File: src/rtl/srr_pkg.sv
package srr_pkg;
  typedef enum logic {
    REF_NORM = 1'b0,
    REF_FAST = 1'b1
  } ref_kind_e;
endpackage

File: src/rtl/srr_remap.sv
module srr_remap #(
  parameter int NUM_SUB  = 4,
  parameter int SUB_ROWS = 8,
  localparam int SUB_W = $clog2(NUM_SUB),
  localparam int OFF_W = $clog2(SUB_ROWS),
  localparam int ROW_W = SUB_W + OFF_W
) (
  input  logic             clk_i,
  input  logic             rst_ni,
  input  logic             cfg_we_i,
  input  logic [SUB_W-1:0] cfg_sub_i,
  input  logic             cfg_valid_i,
  input  logic [OFF_W-1:0] cfg_idx_i,
  input  logic             xlat_req_i,
  input  logic [ROW_W-1:0] xlat_row_i,
  output logic             xlat_vld_o,
  output logic [ROW_W-1:0] xlat_row_o
);
  localparam logic [OFF_W-1:0] BOT = OFF_W'(SUB_ROWS - 1);

  logic             cw_vld_q [NUM_SUB];
  logic [OFF_W-1:0] cw_idx_q [NUM_SUB];

  for (genvar s = 0; s < NUM_SUB; s++) begin : g_cw
    always_ff @(posedge clk_i or negedge rst_ni) begin
      if (!rst_ni) begin
        cw_vld_q[s] <= 1'b0;
        cw_idx_q[s] <= '0;
      end else if (cfg_we_i && cfg_sub_i == SUB_W'(s)) begin
        cw_vld_q[s] <= cfg_valid_i;
        cw_idx_q[s] <= cfg_idx_i;
      end
    end
  end

  logic [SUB_W-1:0] in_sub;
  logic [OFF_W-1:0] in_off, map_off;

  always_comb begin
    in_sub  = xlat_row_i[ROW_W-1:OFF_W];
    in_off  = xlat_row_i[OFF_W-1:0];
    map_off = in_off;
    if (cw_vld_q[in_sub]) begin
      if (in_off == cw_idx_q[in_sub])  map_off = BOT;
      else if (in_off == BOT)          map_off = cw_idx_q[in_sub];
    end
  end

  always_ff @(posedge clk_i or negedge rst_ni) begin
    if (!rst_ni) begin
      xlat_vld_o <= 1'b0;
      xlat_row_o <= '0;
    end else begin
      xlat_vld_o <= xlat_req_i;
      if (xlat_req_i) xlat_row_o <= {in_sub, map_off};
    end
  end


  xlat_latency_chk: assert property (@(posedge clk_i) disable iff (!rst_ni)
    xlat_req_i |=> xlat_vld_o);


  xlat_sub_keep_chk: assert property (@(posedge clk_i) disable iff (!rst_ni)
    xlat_req_i |=> xlat_row_o[ROW_W-1:OFF_W] == $past(xlat_row_i[ROW_W-1:OFF_W]));
endmodule

File: src/rtl/srr_sched.sv
module srr_sched
  import srr_pkg::*;
#(
  parameter int NUM_SUB   = 4,
  parameter int SUB_ROWS  = 8,
  parameter int FAST_INTV = 4,
  parameter int EXT_MULT  = 2,
  localparam int SUB_W = $clog2(NUM_SUB),
  localparam int OFF_W = $clog2(SUB_ROWS),
  localparam int ROW_W = SUB_W + OFF_W,
  localparam int FC_W  = $clog2(FAST_INTV),
  localparam int EC_W  = (EXT_MULT > 1) ? $clog2(EXT_MULT) : 1
) (
  input  logic             clk_i,
  input  logic             rst_ni,
  input  logic             tick_i,
  output logic             ref_vld_o,
  output logic             ref_fast_o,
  output logic [ROW_W-1:0] ref_row_o
);
  localparam logic [OFF_W-1:0] BOT = OFF_W'(SUB_ROWS - 1);

  logic [FC_W-1:0]  fast_cnt_q;
  logic [EC_W-1:0]  ext_cnt_q;
  logic             fast_pend_q, norm_pend_q;
  logic [SUB_W-1:0] fast_sub_q, norm_sub_q;
  logic [OFF_W-1:0] norm_off_q;
  logic             fast_due, norm_due, issue_fast, issue_norm;
  ref_kind_e        kind;

  assign fast_due   = tick_i && fast_cnt_q == FC_W'(FAST_INTV - 1);
  assign norm_due   = fast_due && ext_cnt_q == EC_W'(EXT_MULT - 1);
  assign issue_fast = fast_pend_q;
  assign issue_norm = norm_pend_q && !fast_pend_q;

  always_ff @(posedge clk_i or negedge rst_ni) begin
    if (!rst_ni) begin
      fast_cnt_q  <= '0;
      ext_cnt_q   <= '0;
      fast_pend_q <= 1'b0;
      norm_pend_q <= 1'b0;
      fast_sub_q  <= '0;
      norm_sub_q  <= '0;
      norm_off_q  <= '0;
    end else begin
      if (tick_i) fast_cnt_q <= fast_due ? '0 : fast_cnt_q + 1'b1;
      if (fast_due) ext_cnt_q <= norm_due ? '0 : ext_cnt_q + 1'b1;
      fast_pend_q <= fast_due;
      norm_pend_q <= norm_due | (norm_pend_q & ~issue_norm);
      if (issue_fast)
        fast_sub_q <= (fast_sub_q == SUB_W'(NUM_SUB - 1)) ? '0 : fast_sub_q + 1'b1;
      if (issue_norm) begin
        if (norm_off_q == BOT - 1'b1) begin
          norm_off_q <= '0;
          norm_sub_q <= (norm_sub_q == SUB_W'(NUM_SUB - 1)) ? '0 : norm_sub_q + 1'b1;
        end else begin
          norm_off_q <= norm_off_q + 1'b1;
        end
      end
    end
  end

  assign kind       = fast_pend_q ? REF_FAST : REF_NORM;
  assign ref_vld_o  = fast_pend_q | norm_pend_q;
  assign ref_fast_o = (kind == REF_FAST);
  assign ref_row_o  = (kind == REF_FAST) ? {fast_sub_q, BOT} : {norm_sub_q, norm_off_q};


  collide_fast_first_chk: assert property (@(posedge clk_i) disable iff (!rst_ni)
    norm_due |=> ref_vld_o && ref_fast_o);


  collide_norm_next_chk: assert property (@(posedge clk_i) disable iff (!rst_ni)
    (ref_vld_o && ref_fast_o && norm_pend_q) |=> ref_vld_o && !ref_fast_o);
endmodule

File: src/rtl/srr_ctrl.sv
module srr_ctrl #(
  parameter int NUM_SUB   = 4,
  parameter int SUB_ROWS  = 8,
  parameter int FAST_INTV = 4,
  parameter int EXT_MULT  = 2,
  localparam int SUB_W = $clog2(NUM_SUB),
  localparam int OFF_W = $clog2(SUB_ROWS),
  localparam int ROW_W = SUB_W + OFF_W
) (
  input  logic             clk_i,
  input  logic             rst_ni,
  input  logic             cfg_we_i,
  input  logic [SUB_W-1:0] cfg_sub_i,
  input  logic             cfg_valid_i,
  input  logic [OFF_W-1:0] cfg_idx_i,
  input  logic             xlat_req_i,
  input  logic [ROW_W-1:0] xlat_row_i,
  output logic             xlat_vld_o,
  output logic [ROW_W-1:0] xlat_row_o,
  input  logic             tick_i,
  output logic             ref_vld_o,
  output logic             ref_fast_o,
  output logic [ROW_W-1:0] ref_row_o
);
  srr_remap #(.NUM_SUB(NUM_SUB), .SUB_ROWS(SUB_ROWS)) u_remap (
    .clk_i, .rst_ni, .cfg_we_i, .cfg_sub_i, .cfg_valid_i, .cfg_idx_i,
    .xlat_req_i, .xlat_row_i, .xlat_vld_o, .xlat_row_o
  );

  srr_sched #(.NUM_SUB(NUM_SUB), .SUB_ROWS(SUB_ROWS),
              .FAST_INTV(FAST_INTV), .EXT_MULT(EXT_MULT)) u_sched (
    .clk_i, .rst_ni, .tick_i, .ref_vld_o, .ref_fast_o, .ref_row_o
  );


  fast_hits_bottom_chk: assert property (@(posedge clk_i) disable iff (!rst_ni)
    (ref_vld_o && ref_fast_o) |-> ref_row_o[OFF_W-1:0] == OFF_W'(SUB_ROWS - 1));


  norm_skips_bottom_chk: assert property (@(posedge clk_i) disable iff (!rst_ni)
    (ref_vld_o && !ref_fast_o) |-> ref_row_o[OFF_W-1:0] != OFF_W'(SUB_ROWS - 1));
endmodule

File: config.mk
export PLATFORM = sky130hd
export DESIGN_NAME = srr_ctrl
export DESIGN_NICKNAME = d
export VERILOG_FILES = /design/src/rtl/srr_pkg.sv /design/src/rtl/srr_remap.sv /design/src/rtl/srr_sched.sv /design/src/rtl/srr_ctrl.sv
export SDC_FILE = /design/constraint.sdc
export NUM_CORES = 1
export LEC_CHECK = 0
export ABC_AREA = 1
export BUFFER_PORTS_ARGS = -buffer_cell sky130_fd_sc_hd__buf_2
export CORE_MARGIN = 3
export CORE_UTILIZATION = 45
export DETAILED_ROUTE_END_ITERATION = 6
export GPL_TIMING_DRIVEN = 0
export PLACE_DENSITY = 0.73
export SYNTH_ARGS = -nofsm -noshare
export SYNTH_HDL_FRONTEND = slang
export SYNTH_SLANG_ARGS = --single-unit
File: constraint.sdc
create_clock -name clk_i -period 1.23 [get_ports clk_i]
set_input_delay 0.123 -clock clk_i [delete_from_list [all_inputs] [get_ports clk_i]]
set_output_delay 0.123 -clock clk_i [all_outputs]
set_load 0.02 [all_outputs]
Yosys cells after proc, flatten, opt, wreduce, memory -nomap -nowiden
Cells that the tools add are included.
Cells by class
  $add $sub $neg: 5
  magnitude comparators: 1
  equality and inequality tests: 9
  mux-type cells: 16
  bitwise operators: 5
  reduce and logical (&&, ||, !) cells: 10
Operators with widths (number)
  $mux W3: 6
  $eq A2 B2 Y1 const B: 5
  $logic_and A1 B1 Y1: 7
  $add A2 B1 Y2 const B: 3
  $bmux W3 S2: 1
  $eq A3 B3 Y1 const B: 2
  $mux W2: 3
  $mux W5: 1
  $mux W1: 4
  $add A3 B1 Y3 const B: 1
  $eq A3 B3 Y1: 1
  $ge A3 B3 Y1 const B: 1
  $not A2 Y3: 1
  $bmux W1 S2: 1
  $eq A2 B1 Y1 const B: 1
  $logic_not A2 Y1: 1
  $or A1 B1 Y1: 2
  $reduce_and A2 Y1: 1
  $add A1 B1 Y1 const B: 1
  $and A1 B1 Y1: 1
  $logic_not A1 Y1: 1
  $not A1 Y1: 1
Word-level totals
  register bits after elaboration: 34
  bits of input ports: 16
  output and inout bits: 13
  word-level logic and storage cells: 63

Logic depth before layout (Yosys ltp)
Gate-level depths: netlist of the first run.
  word-level depth: 7
  gate-level depth with buffers: 10
  gate-level depth less buffers: 9

Modules after synthesis
From an unflattened synthesis of the first run, not the netlist that was laid out.
Second synthesis, totals
  cells, all modules: 215
  area, all modules: 1700.4 µm²
By module, submodules not included
  srr_remap: times used 1, cells an instance 145, area each 1111.1 µm², sequential area each 550.5 µm²
  srr_sched: times used 1, cells an instance 70, area each 589.3 µm², sequential area each 300.3 µm²

Worst setup path after synthesis of the first run
Ideal clock, no wire load.
  path kind: register -> output
  start: reg u_sched.fast_pend_q
  end: out ref_row_o[3]
  data arrival time: 1024 ps
  required time: 1107 ps
  slack: 83 ps
  stages on the path, launching flop included: 2
  buffers on the path: 0
  cell sequence: dfrtp_1 > o21ai_0
On the way
  cells in the longest elaborated chain, start to end: 2
Ends and longest elaborated chain
  start: declaration: line srr_sched.sv:25  | logic fast_pend_q, norm_pend_q;
  start signal: assignment: line srr_sched.sv:48  | fast_pend_q <= fast_due;
  $mux W1: line srr_sched.sv:63  | assign kind = fast_pend_q ? REF_FAST : REF_NORM;
  $mux W5: line srr_sched.sv:66  | assign ref_row_o = (kind == REF_FAST) ? {fast_sub_q, BOT} : {norm_sub_q, norm_off_q};
  end: declaration: line srr_ctrl.sv:23  | output logic [ROW_W-1:0] ref_row_o
Every way passes these cells.

Worst setup path after layout of the first run
  start: reg u_sched.fast_pend_q
  end: out ref_row_o[4]
Same word-level chain as after synthesis.

==> results of run 1 <==
-- layer usage --
metal / share of wire (%) / wire length (µm)
met4: 2.0 / 59
met5: 0 / 0
met2: 44 / 1330
met1: 50 / 1510
met3: 4.1 / 124
-- worst register-to-register path: stages, from the launching register on --
cell and delay (ns):
dfrtp_2 0.48, nor2_1 0.18, inv_1 0.10, nor2_1 0.13, o21ai_0 0.10, nand2_1 0.06, inv_1 0.03
-- stage by stage --
| stage | power (mW) | hold slack [ns] | TNS (ns) |
|---|---|---|---|
| 4_1_cts | 3.25 | 0.0556 | -0.174 |
| 2_1_floorplan | 2.16 | -0.173 | 0 |
| 3_5_place_dp | 2.44 | 0.232 | 0 |
| 5_1_grt | 3.53 | 0.0719 | -0.718 |
| 3_3_place_gp | 2.41 | 0.233 | 0 |
| 6_report | 3.28 | 0.0640 | -0.145 |
-- Yosys cell counts --
cell      count  area share, %
a21oi_1       5            1.5
inv_2         1           0.23
nand2_1      54             12
nor2_1       11            2.5
inv_8         1           0.68
xor2_1        1           0.53
buf_6         1           0.68
nor2_2        2           0.76
nand2_2       7            2.7
o21a_1        1           0.46
dfrtp_1      34             52
nand3_1      14            4.3
mux2_2        1           0.68
ha_1          3            2.3
nand3_2       5            3.0
o22ai_1       2           0.76
nand3b_1      1           0.46
inv_1        27            6.2
o21ai_0      27            8.2
-- cells in the final DEF (no fill, tap or decap), types with 2 or more instances in the layout --
| cell | netlist | final |
|---|---|---|
| dlygate4sd3_1 | 0 | 3 |
| buf_2 | 0 | 20 |
| nand2_1 | 54 | 49 |
| a21oi_1 | 5 | 2 |
| o22ai_1 | 2 | 2 |
| nor2_1 | 11 | 10 |
| buf_6 | 1 | 5 |
| buf_4 | 0 | 9 |
| a21oi_2 | 0 | 3 |
| ha_1 | 3 | 3 |
| o21ai_0 | 27 | 25 |
| nand3_2 | 5 | 5 |
| inv_1 | 27 | 26 |
| dfrtp_1 | 34 | 33 |
| nand2_2 | 7 | 11 |
| nor2_2 | 2 | 3 |
| nand3_1 | 14 | 14 |
| clkbuf_4 | 0 | 5 |
-- report_power, final --
group / internal [mW] / switching (mW) / total [mW]
combinational: 0.498 / 0.612 / 1.11
sequential: 1.37 / 0.169 / 1.53
clock: 0.222 / 0.416 / 0.638
-- path summary, 6_finish.rpt --
kind / start / cells after the start / slack [ns] / to
max in group asynchronous: rst_ni / 2 / 0.35 / u_sched.fast_pend_q$_DFF_PN0_
setup / recovery: u_sched.fast_pend_q$_DFF_PN0_ / 2 / -0.02 / ref_row_o[4]
hold / removal: cfg_idx_i[0] / 3 / 0.06 / u_remap.cw_idx_q[0]$_DFFE_PN0P_
hold reg to reg: u_remap.xlat_row_o[3]$_DFFE_PN0P_ / 2 / 0.50 / u_remap.xlat_row_o[3]$_DFFE_PN0P_
setup reg to reg: u_sched.fast_pend_q$_DFF_PN0_ / 6 / 0.07 / u_sched.norm_off_q[1]$_DFFE_PN0P_
min in group asynchronous: rst_ni / 2 / 0.36 / u_sched.norm_sub_q[1]$_DFFE_PN0P_
-- flip-flops by register name (all words and copies together), names as in the netlist, 2 cells and up --
signal,cells
u_sched.fast_cnt_q,2
u_sched.fast_sub_q,2
u_sched.norm_sub_q,2
u_remap.xlat_row_o,5
u_sched.norm_off_q,3
u_remap.cw_idx_q,12
u_remap.cw_vld_q,4
-- layout make-up --
cell class | instances | area (µm²) | share of cell area, %
clock inverter | 3 | 21.3 | 1.04
clock buffer | 5 | 37.5 | 1.84
timing repair buffer | 36 | 243 | 11.9
tap | 46 | 57.6 | 2.82
inverter | 29 | 119 | 5.82
sequential | 34 | 852 | 41.7
multi-input combinational | 134 | 701 | 34.3
buffer | 1 | 11.3 | 0.551
-- what timing repair did --
item | in CTS | in global routing
pin swaps | 2 | 3
endpoints found under the hold margin | 36 | 0
endpoints found under the setup margin | 6 | 13
setup buffers | 2 | 4
hold buffers | 3 | 0
gates resized for setup | 20 | 7
-- logic make-up after synthesis --
kind of cell / count (synthesis) / share of synthesized area (%)
AOI/OAI and AO/OA: 35 / 11.0
xor gates and xnor gates: 1 / 0.533
adders and majority gates: 3 / 2.28
buffers and inverters: 30 / 7.76
DFF: 34 / 51.8
muxes: 1 / 0.685
and+or+nand+nor: 94 / 26.0
==> impl_metrics.env, run 1 <==
export IMPL_status="finished with violations"
export IMPL_violations="negative setup slack"
export IMPL_core_area_mm2=0.00342
export IMPL_overflow=0
export IMPL_slew_headroom_pct=51.7
export IMPL_drive_gt1_share_pct=29.3
export IMPL_grt_use_met3_pct=5.61
export IMPL_antenna_found_initial=0
export IMPL_drt_initial_drc_count=60
export IMPL_vias_per_cell=4.67
export IMPL_port_buffers=27
export IMPL_cp_max_fo=7
export IMPL_ys_warn_count=0
export IMPL_grt_usage_pct=15.7
export IMPL_clkLatencyLatePin_ns=0.35
export IMPL_rsz0062_at_grt="true"
export IMPL_p_leak_nw=1.06
export IMPL_boundaryPins=29
export IMPL_yosysSeqAreaShare_pct=51.8
export IMPL_fp_row_count=21
export IMPL_syn_inst=198
export IMPL_cpMaxStageDelayCell="dfrtp_2"
export IMPL_die_width_um=66.4
export IMPL_syn_nets=217
export IMPL_place_area_mm2=0.00184
export IMPL_clock_skew_final_ns=0.0127
export IMPL_grt_pass1_vias=1197
export IMPL_drtPass1Iterations=4
export IMPL_setup_worst_path_start_class="flip-flop"
export IMPL_tritoncts="yes"
export IMPL_fin_ws_ns=-0.0238
export IMPL_fillers=319
export IMPL_crit_path_end_kind="primary output"
export IMPL_timing_final_crit_period_ns=1.25
export IMPL_nets=260
export IMPL_hpwl_um=2150
export IMPL_postLayoutCoreUtil_pct=59.8
export IMPL_htreeDepth=2
export IMPL_grt_busiest_layer="met2"
export IMPL_cap_viol_max_count=0
export IMPL_fin_crit_sh_pct=102
export IMPL_criticalPathCategory="reg2out"
export IMPL_die_area_mm2=0.00441
export IMPL_synth_distinct_cells=19
export IMPL_drtAntennaViolNets=0
export IMPL_final_cells=288
export IMPL_required_ns=1.11
export IMPL_clock_sinks=34
export IMPL_gp_congestion=0.763
export IMPL_vias=1346
export IMPL_final_area_mm2=0.00204
export IMPL_setup_viol=7
export IMPL_slowest_delay_ns=0.48
export IMPL_met1_usage_pct=20.1
export IMPL_path_clk_slew_ns=0.12
export IMPL_grt_start_max_net_pins=35
export IMPL_diodes=0
export IMPL_power_density_mw_per_mm2=1610
export IMPL_vdd_drop_max_uv=657
export IMPL_drc=0
export IMPL_worstMarginPinSlew_ns=0.724
export IMPL_grt_pass1_wl_um=5190
export IMPL_slew_viol_final=0
export IMPL_clk_path_buf_depth=2
export IMPL_gr_usage_met2_pct=23.3
export IMPL_netlist_area_mm2=0.00164
export IMPL_start_util_pct=48.1
export IMPL_synth_seq_cells=34
export IMPL_avgRoutedWirePerCell_um=10.5
export IMPL_fmax_mhz=798
export IMPL_crit_arrival_ns=1.13
export IMPL_finalHoldViolations=0
export IMPL_cts_buffers=5
export IMPL_clock_root_buffer="clkbuf_4"
export IMPL_routed_wl_um=3020
export IMPL_place_ws_ns=0.0911
export IMPL_die_height_um=66.4
export IMPL_synth_area_per_cell_um2=8.30
export IMPL_cp_top_family="flip-flops"
export IMPL_path_buf_inv=1
export IMPL_dp_cells=271
export IMPL_crit_path_cell_trace="o21ai_1 -> buf_4"
export IMPL_min_path_type="in2reg"
export IMPL_syn2layout_area_growth_pct=24.2
No activity file was read; power rests on OpenSTA's default activity.
==> run 2: changes to the inputs <==
- ABC_AREA: 1 -> 0
- CORE_MARGIN: 3 -> 10
- PLACE_DENSITY: 0.73 -> 0.74
- RECOVER_POWER: not set -> 100
==> run 2 against run 1 <==
The flow still finishes with violations (negative setup slack). Global-route usage down 4.9 points. Design area down 2.3%. Combinational power up 18%. Via count down 22%. Hold slack worse by 0.016 ns. Clock-buffer cell count up 2. Clock skew down 0.0054 ns. Utilization down 0.44 points. First-iteration DRC count down 3.3%. Sequential share of layout area up 0.97 points. Sequential cell count unchanged.
==> impl_metrics.env, run 2 <==
export IMPL_synthSimpleGateAreaFrac_pct=10.1
export IMPL_clock_root_buffer="clkbuf_4"
export IMPL_die_height_um=79.1
export IMPL_boundaryPins=29
export IMPL_overflow=0
export IMPL_fmax_mhz=572
export IMPL_setup_worst_path_start_class="flip-flop"
export IMPL_setup_viol=15
export IMPL_required_ns=1.49
export IMPL_tritoncts="yes"
export IMPL_syn_nets=133
export IMPL_port_buffers=28
export IMPL_clkLatencyLatePin_ns=0.33
export IMPL_vias_per_cell=5.13
export IMPL_core_area_mm2=0.00336
export IMPL_die_width_um=79.1
export IMPL_worstMarginPinSlew_ns=0.821
export IMPL_largest_register="u_remap.cw_idx_q"
export IMPL_drt_initial_drc_count=58
export IMPL_holdPathEnd="u_remap.cw_idx_q[7]$_DFFE_PN0P_"
export IMPL_avgRoutedWirePerCell_um=15.7
export IMPL_cts_buffers=5
export IMPL_crit_arrival_ns=2.01
export IMPL_status="finished with violations"
export IMPL_hp_start="cfg_idx_i[1]"
export IMPL_syn_inst=114
export IMPL_slew_viol_final=0
export IMPL_layout_common_cells="dfrtp_1 (33), buf_2 (15), mux2_1 (13)"
export IMPL_fp_row_count=21
export IMPL_synth_edf_count=0
export IMPL_grt_pass1_vias=1166
export IMPL_yosysTopAreaCell="dfrtp_1"
export IMPL_largest_reg_flops=12
export IMPL_synth_distinct_cells=27
export IMPL_reg2reg_from="u_remap.cw_idx_q[1]$_DFFE_PN0P_"
export IMPL_synth_most_common_cell="dfrtp_1"
export IMPL_cpMaxStageDelayCell="or4_4"
export IMPL_vdd_drop_max_uv=1010
export IMPL_fin_crit_sh_pct=142
export IMPL_diodes=0
export IMPL_synth_top_area_share_pct=54.2
export IMPL_seqCellArea_um2=852
export IMPL_layout_commonest_cell="dfrtp_1"
export IMPL_yosysSeqAreaShare_pct=54.2
export IMPL_grt_usage_pct=10.7
export IMPL_htreeDepth=2
export IMPL_violations="negative setup slack"
export IMPL_die_area_mm2=0.00625
export IMPL_antenna_found_initial=0
export IMPL_cp_top_family="simple AND/OR/NAND/NOR gates"
export IMPL_cap_viol_max_count=0
export IMPL_drtPass1Iterations=4
export IMPL_synthTopCellsByArea="dfrtp_1 (54%), mux2_1 (11%), mux2_2 (7.9%)"
export IMPL_synth_xor_area_share_pct=2.71
export IMPL_start_util_pct=46.7
export IMPL_drive_gt1_share_pct=41.8
export IMPL_criticalPathCategory="reg2reg"
export IMPL_multi_input_area_um2=766
export IMPL_ys_warn_count=0
export IMPL_timing_rr_end="u_remap.xlat_row_o[1]$_DFFE_PN0P_"
export IMPL_syn2layout_area_growth_pct=27.1
export IMPL_clock_sinks=34
export IMPL_crit_path_cell_trace="mux4_2 -> xor2_1 -> or4_4 -> o21ai_2"
export IMPL_crit_path_end_kind="flip-flop"
export IMPL_synthMuxAreaShare_pct=26.5
export IMPL_yosys_top_cells_count="dfrtp_1 (34), mux2_1 (15), mux2_2 (11), nand2_1 (8)"
export IMPL_min_path_type="in2reg"
export IMPL_reg_top3="u_remap.cw_idx_q x12, u_remap.xlat_row_o x5, u_remap.cw_vld_q x4"
export IMPL_synth_area_per_cell_um2=13.8
export IMPL_fillers=300
export IMPL_synth_top_flop_cell="dfrtp_1"
export IMPL_rsz0062_at_grt="true"
export IMPL_clk_path_buf_depth=2
export IMPL_p_total_mw=3.52
export IMPL_clock_skew_final_ns=0.00731
export IMPL_grt_pass1_wl_um=5360
export IMPL_finalHoldViolations=0
export IMPL_path_buf_inv=0
export IMPL_gp_congestion=0.674
export IMPL_nets=177
export IMPL_ff2ff_setup_slack_ns=-0.52
export IMPL_hold_path_depth=2
export IMPL_rr_worst_depth=4
export IMPL_synth_top_family_by_area="multiplexers"
export IMPL_timing_final_crit_period_ns=1.75
export IMPL_netlist_area_mm2=0.00157
export IMPL_grt_start_max_net_pins=35
export IMPL_hpwl_um=2240
export IMPL_synth_seq_cells=34
export IMPL_routed_wl_um=3210
export IMPL_cp_max_fo=3
export IMPL_p_leak_nw=0.902
export IMPL_slew_headroom_pct=45.2
export IMPL_holdWs_ns=0.0479
export IMPL_slowest_delay_ns=0.57
export IMPL_power_density_mw_per_mm2=1760
export IMPL_synth_compound_area_share_pct=3.35
export IMPL_vias=1047
export IMPL_path_clk_slew_ns=0.09
export IMPL_drc=0
export IMPL_drtAntennaViolNets=0
export IMPL_synth_adder_area_share_pct=2.39
export IMPL_synthArstFlopShare_pct=100
export IMPL_fin_ws_ns=-0.519
## run 2: changes by cell type in the layout (fill, tap and decap cells not counted), moves of 5 or more
| cell | delta |
|---|---|
| nor2_1 | -6 |
| buf_4 | -5 |
| buf_2 | -5 |
| mux2_1 | +13 |
| nand2_2 | -10 |
| nand3_1 | -12 |
| clkbuf_1 | +9 |
| nand3_2 | -5 |
| mux2_2 | +8 |
| nand2_1 | -42 |
| inv_1 | -25 |
| o21ai_0 | -25 |
## run 2: final cells by class
cell class / count / area share, %
plain buffers: 2 / 0.439
clock buffers: 7 / 2.76
inverters: 1 / 0.188
multi-input cells: 77 / 38.4
flip-flops and latches: 34 / 42.7
well taps: 46 / 2.88
repair buffers: 37 / 12.7
## run 2: worst max path at each step
stage | from | endpoint | slack [ns] | cells after the start
2_1_floorplan | u_remap.cw_idx_q[1]$_DFFE_PN0P_ | u_remap.xlat_row_o[0]$_DFFE_PN0P_ | -0.44 | 4
3_3_place_gp | xlat_row_i[3] | u_remap.xlat_row_o[1]$_DFFE_PN0P_ | -0.51 | 5
3_5_place_dp | xlat_row_i[3] | u_remap.xlat_row_o[1]$_DFFE_PN0P_ | -0.52 | 5
4_1_cts | u_remap.cw_idx_q[1]$_DFFE_PN0P_ | u_remap.xlat_row_o[1]$_DFFE_PN0P_ | -0.52 | 4
5_1_grt | u_remap.cw_idx_q[1]$_DFFE_PN0P_ | u_remap.xlat_row_o[2]$_DFFE_PN0P_ | -0.59 | 4
6_report | u_remap.cw_idx_q[1]$_DFFE_PN0P_ | u_remap.xlat_row_o[1]$_DFFE_PN0P_ | -0.52 | 4
## run 2: kinds of logic after synthesis
group,Yosys count
AO/OA/AOI/OAI,7
XOR/XNOR,4
adder cells (fa/ha/maj),3
buffers and inverters,3
flip-flops,34
multiplexers,33
AND/OR/NAND/NOR,30
## run 2: layer usage
metal	vias up	track usage (%)	share of wire, %
met3	5	3.72	4.1
met1	527	11.4	38
met4	0	4.84	1.5
li1	499	-	-
met5	-	0	0
met2	16	18.8	56
## run 2: power by group
group          internal, mW  switching, mW
Clock                 0.270          0.336
Sequential             1.39          0.213
Combinational         0.717          0.589
Total                  2.38           1.14
## run 2: per-stage QoR
stage	utilization [%]	worst slack, ns	cell area (µm²)	setup TNS, ns	std cells
global placement	52.9	-0.514	1780	-2.08	188
finish	59.3	-0.519	2000	-3.53	204
detailed placement	52.9	-0.520	1780	-2.17	188
floorplan	-	-0.438	1580	-1.31	114
CTS	58.9	-0.523	1980	-3.02	202
global route	59.3	-0.587	2000	-4.30	204
## run 2: what timing repair did
| item | in CTS | in global routing |
|---|---|---|
| buffers inserted | 5 | 3 |
| pin swaps | 5 | 1 |
| hold buffers | 2 | 0 |
| endpoints found under the setup margin | 12 | 13 |
| endpoints found under the hold margin | 35 | 0 |
| gates resized for setup | 24 | 9 |
## run 2: worst register-to-register path, stage by stage, from the launching register on
cell	delay, ns
dfrtp_1	0.38
mux4_2	0.51
xor2_1	0.16
or4_4	0.57
o21ai_2	0.07
